### config.mk
export PLATFORM = sky130hd
export DESIGN_NAME = cfi_query_unit
export DESIGN_NICKNAME = d
export VERILOG_FILES = /design/src/rtl/cfi_pkg.sv /design/src/rtl/cfi_addr_norm.sv /design/src/rtl/cfi_mode_ctrl.sv /design/src/rtl/cfi_param_rom.sv /design/src/rtl/cfi_query_unit.sv
export SDC_FILE = /design/constraint.sdc
export NUM_CORES = 1
export LEC_CHECK = 0
export ABC_CLOCK_PERIOD_IN_PS = 2780
export BUFFER_PORTS_ARGS = -buffer_cell sky130_fd_sc_hd__buf_2
export CELL_PAD_IN_SITES_DETAIL_PLACEMENT = 1
export CELL_PAD_IN_SITES_GLOBAL_PLACEMENT = 2
export CORE_AREA = 2 2 75 77
export CTS_BUF_LIST = sky130_fd_sc_hd__clkbuf_8
export DETAILED_ROUTE_END_ITERATION = 16
export DIE_AREA = 0 0 77 79
export PLACE_DENSITY = 0.84
export SYNTH_ARGS = -nofsm -noshare
export SYNTH_HDL_FRONTEND = slang
export SYNTH_SLANG_ARGS = --single-unit
### constraint.sdc
create_clock -name clk -period 2.78 [get_ports clk]
set_input_delay 0.278 -clock clk [delete_from_list [all_inputs] [get_ports clk]]
set_output_delay 0.278 -clock clk [all_outputs]
set_load 0.02 [all_outputs]
### src/rtl/cfi_pkg.sv
package cfi_pkg;
   typedef enum logic [1:0] {
      MODE_ARRAY = 2'd0,
      MODE_IDENT = 2'd1,
      MODE_QUERY = 2'd2
   } rd_mode_e;

   localparam logic [7:0] OP_QUERY = 8'h98;
   localparam logic [7:0] OP_IDENT = 8'h90;
   localparam logic [7:0] OP_RESET = 8'hF0;
   localparam logic [7:0] CMD_WORD_ADDR = 8'h55;
   localparam int unsigned TBL_IDX_W = 7;
endpackage

### src/rtl/cfi_addr_norm.sv
module cfi_addr_norm
   import cfi_pkg::*;
#(
   parameter int unsigned ADDR_W  = 12,
   parameter bit          BYTE_EN = 1'b1
) (
   input  logic [ADDR_W-1:0]    addr,
   input  logic                 byte_mode,
   output logic [TBL_IDX_W-1:0] idx,
   output logic                 in_window,
   output logic                 at_cmd
);
   localparam logic [ADDR_W-1:0] WCMD = ADDR_W'(CMD_WORD_ADDR);
   localparam logic [ADDR_W-1:0] BCMD = ADDR_W'({CMD_WORD_ADDR, 1'b0});

   logic [TBL_IDX_W-1:0] w_idx;
   logic                 w_win, w_cmd;

   always_comb begin
      w_idx = addr[TBL_IDX_W-1:0];
      w_win = (addr[ADDR_W-1:TBL_IDX_W] == '0);
      w_cmd = (addr == WCMD);
   end

   generate
      if (BYTE_EN) begin : g_dual
         logic [TBL_IDX_W-1:0] b_idx;
         logic                 b_win, b_cmd;
         always_comb begin
            b_idx = addr[TBL_IDX_W:1];
            b_win = (addr[ADDR_W-1:TBL_IDX_W+1] == '0) && !addr[0];
            b_cmd = (addr == BCMD);
            idx       = byte_mode ? b_idx : w_idx;
            in_window = byte_mode ? b_win : w_win;
            at_cmd    = byte_mode ? b_cmd : w_cmd;
         end
      end else begin : g_word
         always_comb begin
            idx       = w_idx;
            in_window = w_win;
            at_cmd    = w_cmd;
         end
      end
   endgenerate
endmodule

### src/rtl/cfi_mode_ctrl.sv
module cfi_mode_ctrl
   import cfi_pkg::*;
(
   input  logic     clk,
   input  logic     rst_n,
   input  logic     wr_en,
   input  logic [7:0] op,
   input  logic     at_cmd,
   output rd_mode_e cur_mode
);
   logic     from_ident;
   rd_mode_e nxt_mode;
   logic     nxt_from;

   always_comb begin
      nxt_mode = cur_mode;
      nxt_from = from_ident;
      if (wr_en) begin
         if (op == OP_RESET) begin
            unique case (cur_mode)
               MODE_QUERY: nxt_mode = from_ident ? MODE_IDENT : MODE_ARRAY;
               default:    nxt_mode = MODE_ARRAY;
            endcase
            nxt_from = 1'b0;
         end else if (op == OP_QUERY && at_cmd && cur_mode != MODE_QUERY) begin
            nxt_mode = MODE_QUERY;
            nxt_from = (cur_mode == MODE_IDENT);
         end else if (op == OP_IDENT && at_cmd && cur_mode == MODE_ARRAY) begin
            nxt_mode = MODE_IDENT;
         end
      end
   end

   always_ff @(posedge clk) begin
      if (!rst_n) begin
         cur_mode   <= MODE_ARRAY;
         from_ident <= 1'b0;
      end else begin
         cur_mode   <= nxt_mode;
         from_ident <= nxt_from;
      end
   end
endmodule

### src/rtl/cfi_param_rom.sv
module cfi_param_rom
   import cfi_pkg::*;
#(
   parameter int unsigned DATA_W     = 16,
   parameter logic [7:0]  SIZE_CODE  = 8'h16,
   parameter logic [7:0]  WR_TYP     = 8'h04,
   parameter logic [7:0]  ERASE_TYP  = 8'h0A,
   parameter logic [7:0]  WR_MAX     = 8'h05,
   parameter logic [7:0]  ERASE_MAX  = 8'h04
) (
   input  logic [TBL_IDX_W-1:0] idx,
   input  logic                 in_window,
   output logic [DATA_W-1:0]    value
);
   function automatic logic [7:0] entry(input logic [TBL_IDX_W-1:0] i);
      case (i)
         7'h10: entry = 8'h51;
         7'h11: entry = 8'h52;
         7'h12: entry = 8'h59;
         7'h13: entry = 8'h02;
         7'h15: entry = 8'h40;
         7'h1B: entry = 8'h27;
         7'h1C: entry = 8'h36;
         7'h1F: entry = WR_TYP;
         7'h21: entry = ERASE_TYP;
         7'h23: entry = WR_MAX;
         7'h25: entry = ERASE_MAX;
         7'h27: entry = SIZE_CODE;
         7'h28: entry = 8'h02;
         7'h2C: entry = 8'h01;
         7'h2D: entry = 8'h3F;
         7'h30: entry = 8'h01;
         7'h40: entry = 8'h50;
         7'h41: entry = 8'h52;
         7'h42: entry = 8'h49;
         7'h43: entry = 8'h31;
         7'h44: entry = 8'h31;
         7'h46: entry = 8'h02;
         7'h47: entry = 8'h01;
         7'h48: entry = 8'h01;
         7'h49: entry = 8'h04;
         default: entry = 8'h00;
      endcase
   endfunction

   always_comb begin
      value = '0;
      if (in_window) value[7:0] = entry(idx);
   end
endmodule

### src/rtl/cfi_query_unit.sv
module cfi_query_unit
   import cfi_pkg::*;
#(
   parameter int unsigned ADDR_W     = 12,
   parameter int unsigned DATA_W     = 16,
   parameter bit          BYTE_EN    = 1'b1,
   parameter logic [15:0] ARRAY_FILL = 16'hFFFF,
   parameter logic [15:0] ID_WORD    = 16'h0001,
   parameter logic [7:0]  SIZE_CODE  = 8'h16
) (
   input  logic              clk,
   input  logic              rst_n,
   input  logic              wr_en,
   input  logic              rd_en,
   input  logic [ADDR_W-1:0] addr,
   input  logic [DATA_W-1:0] wdata,
   input  logic              byte_mode,
   output logic [DATA_W-1:0] rdata,
   output logic [1:0]        mode
);
   generate
      if (ADDR_W < 9) begin : g_bad_addr
         $error("cfi_query_unit: ADDR_W must be at least 9");
      end
      if (DATA_W < 16) begin : g_bad_data
         $error("cfi_query_unit: DATA_W must be at least 16");
      end
   endgenerate

   logic [TBL_IDX_W-1:0] idx;
   logic                 in_window, at_cmd;
   rd_mode_e             cur_mode;
   logic [DATA_W-1:0]    tbl_val;
   logic [DATA_W-1:0]    rd_next;

   cfi_addr_norm #(.ADDR_W(ADDR_W), .BYTE_EN(BYTE_EN)) u_norm (
      .addr(addr), .byte_mode(byte_mode),
      .idx(idx), .in_window(in_window), .at_cmd(at_cmd)
   );

   cfi_mode_ctrl u_mode (
      .clk(clk), .rst_n(rst_n), .wr_en(wr_en), .op(wdata[7:0]),
      .at_cmd(at_cmd), .cur_mode(cur_mode)
   );

   cfi_param_rom #(.DATA_W(DATA_W), .SIZE_CODE(SIZE_CODE)) u_rom (
      .idx(idx), .in_window(in_window), .value(tbl_val)
   );

   always_comb begin
      unique case (cur_mode)
         MODE_QUERY: rd_next = tbl_val;
         MODE_IDENT: rd_next = DATA_W'(ID_WORD);
         default:    rd_next = DATA_W'(ARRAY_FILL);
      endcase
   end

   always_ff @(posedge clk) begin
      if (!rst_n)     rdata <= '0;
      else if (rd_en) rdata <= rd_next;
   end

   assign mode = cur_mode;
endmodule

# == Yosys cells after proc, flatten, opt, wreduce, memory -nomap -nowiden ==
# Cells that the tools add are included.
# word_totals
regBits,19
# op_classes
n_eq_ne,33
n_mux,13
n_reduce_logical,18
# op_table
operator,n
7-bit case mux with 16 select lines,1
"7-bit == test, second input constant",9
"7-bit by 5-bit == test with 1-bit output, second input constant",8
"7-bit by 6-bit == test with 1-bit output, second input constant",8
16-bit case mux with 2 select lines,1
"8-bit == test, second input constant",3
"12-bit by 7-bit == test with 1-bit output, second input constant",1
"12-bit by 8-bit == test with 1-bit output, second input constant",1
2-bit two-way mux,4
8-bit two-way mux,1
7-bit two-way mux,1
3-bit OR reduction,2
1-bit logical AND,5
5-bit logical NOT,1
1-bit two-way mux,5
4-bit logical NOT,1
2-bit AND reduction,2
2-bit OR reduction,2
4-bit OR reduction,1
3-bit nonzero test,1
"2-bit by 1-bit == test with 1-bit output, second input constant",1
"2-bit == test, second input constant",1
2-bit logical NOT,1
"2-bit inequality test, second input constant",1
other kinds (2),2

# == Longest topological paths before layout ==
# depth
ltp_word,7
mapped_depth,7

# == Hierarchy ==
# From an unflattened synthesis, not the netlist that was laid out.
# hier_totals
cells_unflattened,224
hier_area_um2,1756.7
# modules_own_cells
mod,n_inst,cells_each,area_per_inst_um2,seq_area_each_um2
cfi_query_unit,1,78,676.9,320.3
cfi_param_rom,1,97,670.6,0.0
cfi_mode_ctrl,1,24,221.5,60.1
cfi_addr_norm,1,25,187.7,0.0

# == Worst setup path before layout ==
# Ideal clock, no wire load.
# synth_timing
kind,register to register
startpoint,register u_mode.cur_mode[0]
endpoint,register rdata[2]
t_arrival_ns,1.647
required_ns,2.706
slack_ns,1.059
stages_incl_launch_ff,8
path_buffers,0
synth_period_minus_slack_ns,1.721
cell_sequence,dfxtp_1 > inv_1 > ha_1 > o21ai_0 > a31oi_1 > nor2_1 > o21ai_0 > a31oi_1
# synth_via
elab_chain_cells,2
# synth_lines
element,line_no,text
start: declaration,cfi_mode_ctrl.sv:9,output rd_mode_e cur_mode
start signal: assignment,cfi_mode_ctrl.sv:39,cur_mode <= nxt_mode;
2-bit by 1-bit == test with 1-bit output / 2-bit == test (equally long branches),cfi_query_unit.sv:51,unique case (cur_mode)
16-bit case mux with 2 select lines *,cfi_query_unit.sv:51,
end signal: assignment,cfi_query_unit.sv:60,else if (rd_en) rdata <= rd_next;
end: declaration,cfi_query_unit.sv:18,"output logic [DATA_W-1:0] rdata,"
# Mark *: on every way between the ends. The rest lies on a longest branch, timed or not.
# A chain may end at the register's enable or synchronous reset.

# == Worst setup path after layout ==
# layout_timing
startpoint,input port byte_mode
endpoint,register rdata[0]
# layout_via
elab_chain_cells,6
# layout_lines
element,line_no,text
start: declaration,cfi_query_unit.sv:17,"input logic byte_mode,"
7-bit two-way mux,cfi_addr_norm.sv:33,idx = byte_mode ? b_idx : w_idx;
7-bit by 6-bit == test with 1-bit output (tied with other cells),cfi_param_rom.sv:16,case (i)
4-bit OR reduction (no line) (tied with other cells),-,
7-bit case mux with 16 select lines,cfi_param_rom.sv:16,
8-bit two-way mux *,cfi_param_rom.sv:48,if (in_window) value[7:0] = entry(idx);
16-bit case mux with 2 select lines *,cfi_query_unit.sv:51,
# Marks and branches as above.

==> metrics.cfg <==
[sta]
tightest_slew_ps = 696
rsz0062_at_grt = no
hold_viol_final = 0
setup_tns_ps = 0
drv_slew = 0
fin_ws_ps = 805
max_freq_mhz = 506
min_period_ps = 1970
relSlewSlack_pct = 53.6
finalCritPeriodShare_pct = 71.0
fin_skew_ps = 0.938
setup_viol = 0

[placed_design]
dp_slack_ps = 582
dp_hpwl_mm = 3.69
place_area_um2 = 1670
place_congestion = 0.810
place_inst = 301
numPortBuffers = 42

[drt]
drt-total-wl_mm = 5.08
final_antenna_net_count = 0
num_vias = 1754
wl_per_cell_um = 16.6
firstDrtPassIters = 4
drt_drc_violations_left = 0
drt_first_iter_violations = 113
vias_per_cell = 5.75

[global_routing]
grt_util_all_layers_pct = 16.6
grt_max_degree = 44
gr-total-overflow = 0
antenna_found_initial = 0
grt_pass1_wl_mm = 8.33
grt_pass1_vias = 1721

[cells_and_area]
nets = 270
diodes = 0
final_util_pct = 32.2
fill_cells = 705
instances_no_fill = 305
layout-drive-gt1-share_pct = 23.2
syn2layout_area_growth_pct = 13.4
final_cell_area_um2 = 1720

[power]
max-vdd-ir-drop_v = 0.000154
power.leakage_nw = 0.708
p_per_area_nw_per_um2 = 306

[synthesis]
synthTopCellsByArea = dfxtp_1, o21ai_0, a21oi_1
synth-main-ff-cell = dfxtp_1
netlist-cell-type-count = 64
syn-cell-area_um2 = 1520
ys_ff_latch = 11
synthTopCellsByCount = o21ai_0, a21oi_1, nor2_1, dfxtp_1, nand2_1
synth_top_area_cell = dfxtp_1
async_flop_share_pct = 0
synth_area_per_cell_um2 = 7.19
synth_top_area_share_pct = 14.5
yosysMostFrequentCell = o21ai_0
seq_area_frac_synth_pct = 14.5
synth_edf_count = 0
synth_nets = 247
synth_warnings = 0
syn_inst = 211

[run_status]
status = completed

[die]
row_count = 27
start_util_pct = 28.4
die_w_um = 77
die_area_um2 = 6080
die_h_um = 79
core_um2 = 5340
io_pins = 51

[clocking]
hold_buffers = 0
cts_num_sinks = 11
cts_root_buf = clkbuf_8
post_cts_buffers = 0
cts_made_buffers = 3
post_cts_resize_count = 0
clk_transition_reported_paths_ps = 50
clk-insertion-delay-late_ps = 250
clk_path_buf_depth = 2
cts_tree = yes
htreeDepth = 1

[critical_path]
path_max_fanout = 43
critPathRequiredTime_ps = 2950
arrival_ps = 2150
critical_path_class = input port to flip-flop
critPathMaxStageDelay_ps = 540
cp-end-kind = flip-flop
cp_cell_sequence = buf_2 -> or3b_1 -> nor3b_1 -> nor4_1 -> a211oi_1 -> a31oi_1
crit_path_start_kind = input port
critPathTopFamily = simple AND/OR/NAND/NOR gates
crit_buf_inv = 1
slowest_stage = buf_2

[worst_hold_path]
hold_class = input port to flip-flop

[flow_run]
max_cap_viol_count = 0

## stage by stage
| stage | power, mW | hold slack (ps) |
|---|---|---|
| 2_1_floorplan | 0.314 | 435 |
| 5_1_grt | 0.561 | 379 |
| 4_1_cts | 0.531 | 347 |
| 6_report | 0.526 | 349 |
| 3_5_place_dp | 0.363 | 504 |
| 3_3_place_gp | 0.360 | 498 |
## worst register-to-register path, stage by stage, from the launching register on
cell and delay [ps]:
dfxtp_1 380, inv_1 80, ha_1 270, o21ai_0 290
a31oi_1 70, nor2_1 320, o21ai_0 180, a31oi_1 160
## cell usage in the layout, fill, tap and decap left out, drive strengths merged, types with 4 or more instances in the layout
cell | Yosys | layout
a21oi | 15 | 15
a31oi | 7 | 7
and3b | 5 | 5
buf | 19 | 43
dfxtp | 11 | 11
inv | 10 | 10
nand2 | 11 | 11
nand2b | 8 | 8
nor2 | 13 | 13
nor3 | 4 | 4
nor4 | 6 | 6
nor4b | 4 | 4
o21ai | 22 | 22
o22ai | 5 | 5
## state kept, by name, summed over array words and instances, names as in the netlist
name               count
rdata                  8
u_mode.cur_mode        2
u_mode.from_ident      1
## layout make-up
class	count	area (µm²)	area share, %
multi-input cells	165	1110	64.4
flip-flops and latches	11	220	12.8
repair buffers	43	218	12.7
well taps	72	90.1	5.24
clock buffers	3	41.3	2.40
inverters	10	37.5	2.18
clock inverters	1	5.00	0.291
## final timing paths
kind                                    startpoint                 end  slack, ps  cells after the start
worst max-delay path                     byte_mode            rdata[0]        810                      6
worst min-delay path                         rst_n  u_mode.cur_mode[1]        350                      3
worst max register to register  u_mode.cur_mode[0]            rdata[2]        940                      7
worst min register to register            rdata[6]            rdata[6]        510                      2
## cells by family after synthesis
logic type | count (synthesis) | synth area share (%)
muxes | 1 | 0.660
DFF | 11 | 14.5
AOI/OAI and AO/OA | 83 | 37.7
buffers and inverters | 35 | 12.5
adders and majority gates | 3 | 2.48
and+or+nand+nor | 78 | 32.2
## layer usage
layer  GRT usage, %  wire length, µm
met2           28.2             2500
met3           2.61              249
met1           22.2             2280
met4           3.57               48
met5              0                0
## where the power goes
group	switching (mW)	internal (mW)	leakage, nW
logic	0.123	0.0644	0.592
clock network	0.0678	0.0991	0.0255
registers	0.00540	0.167	0.0912
Note: power is estimated with default switching activity, not from simulation.
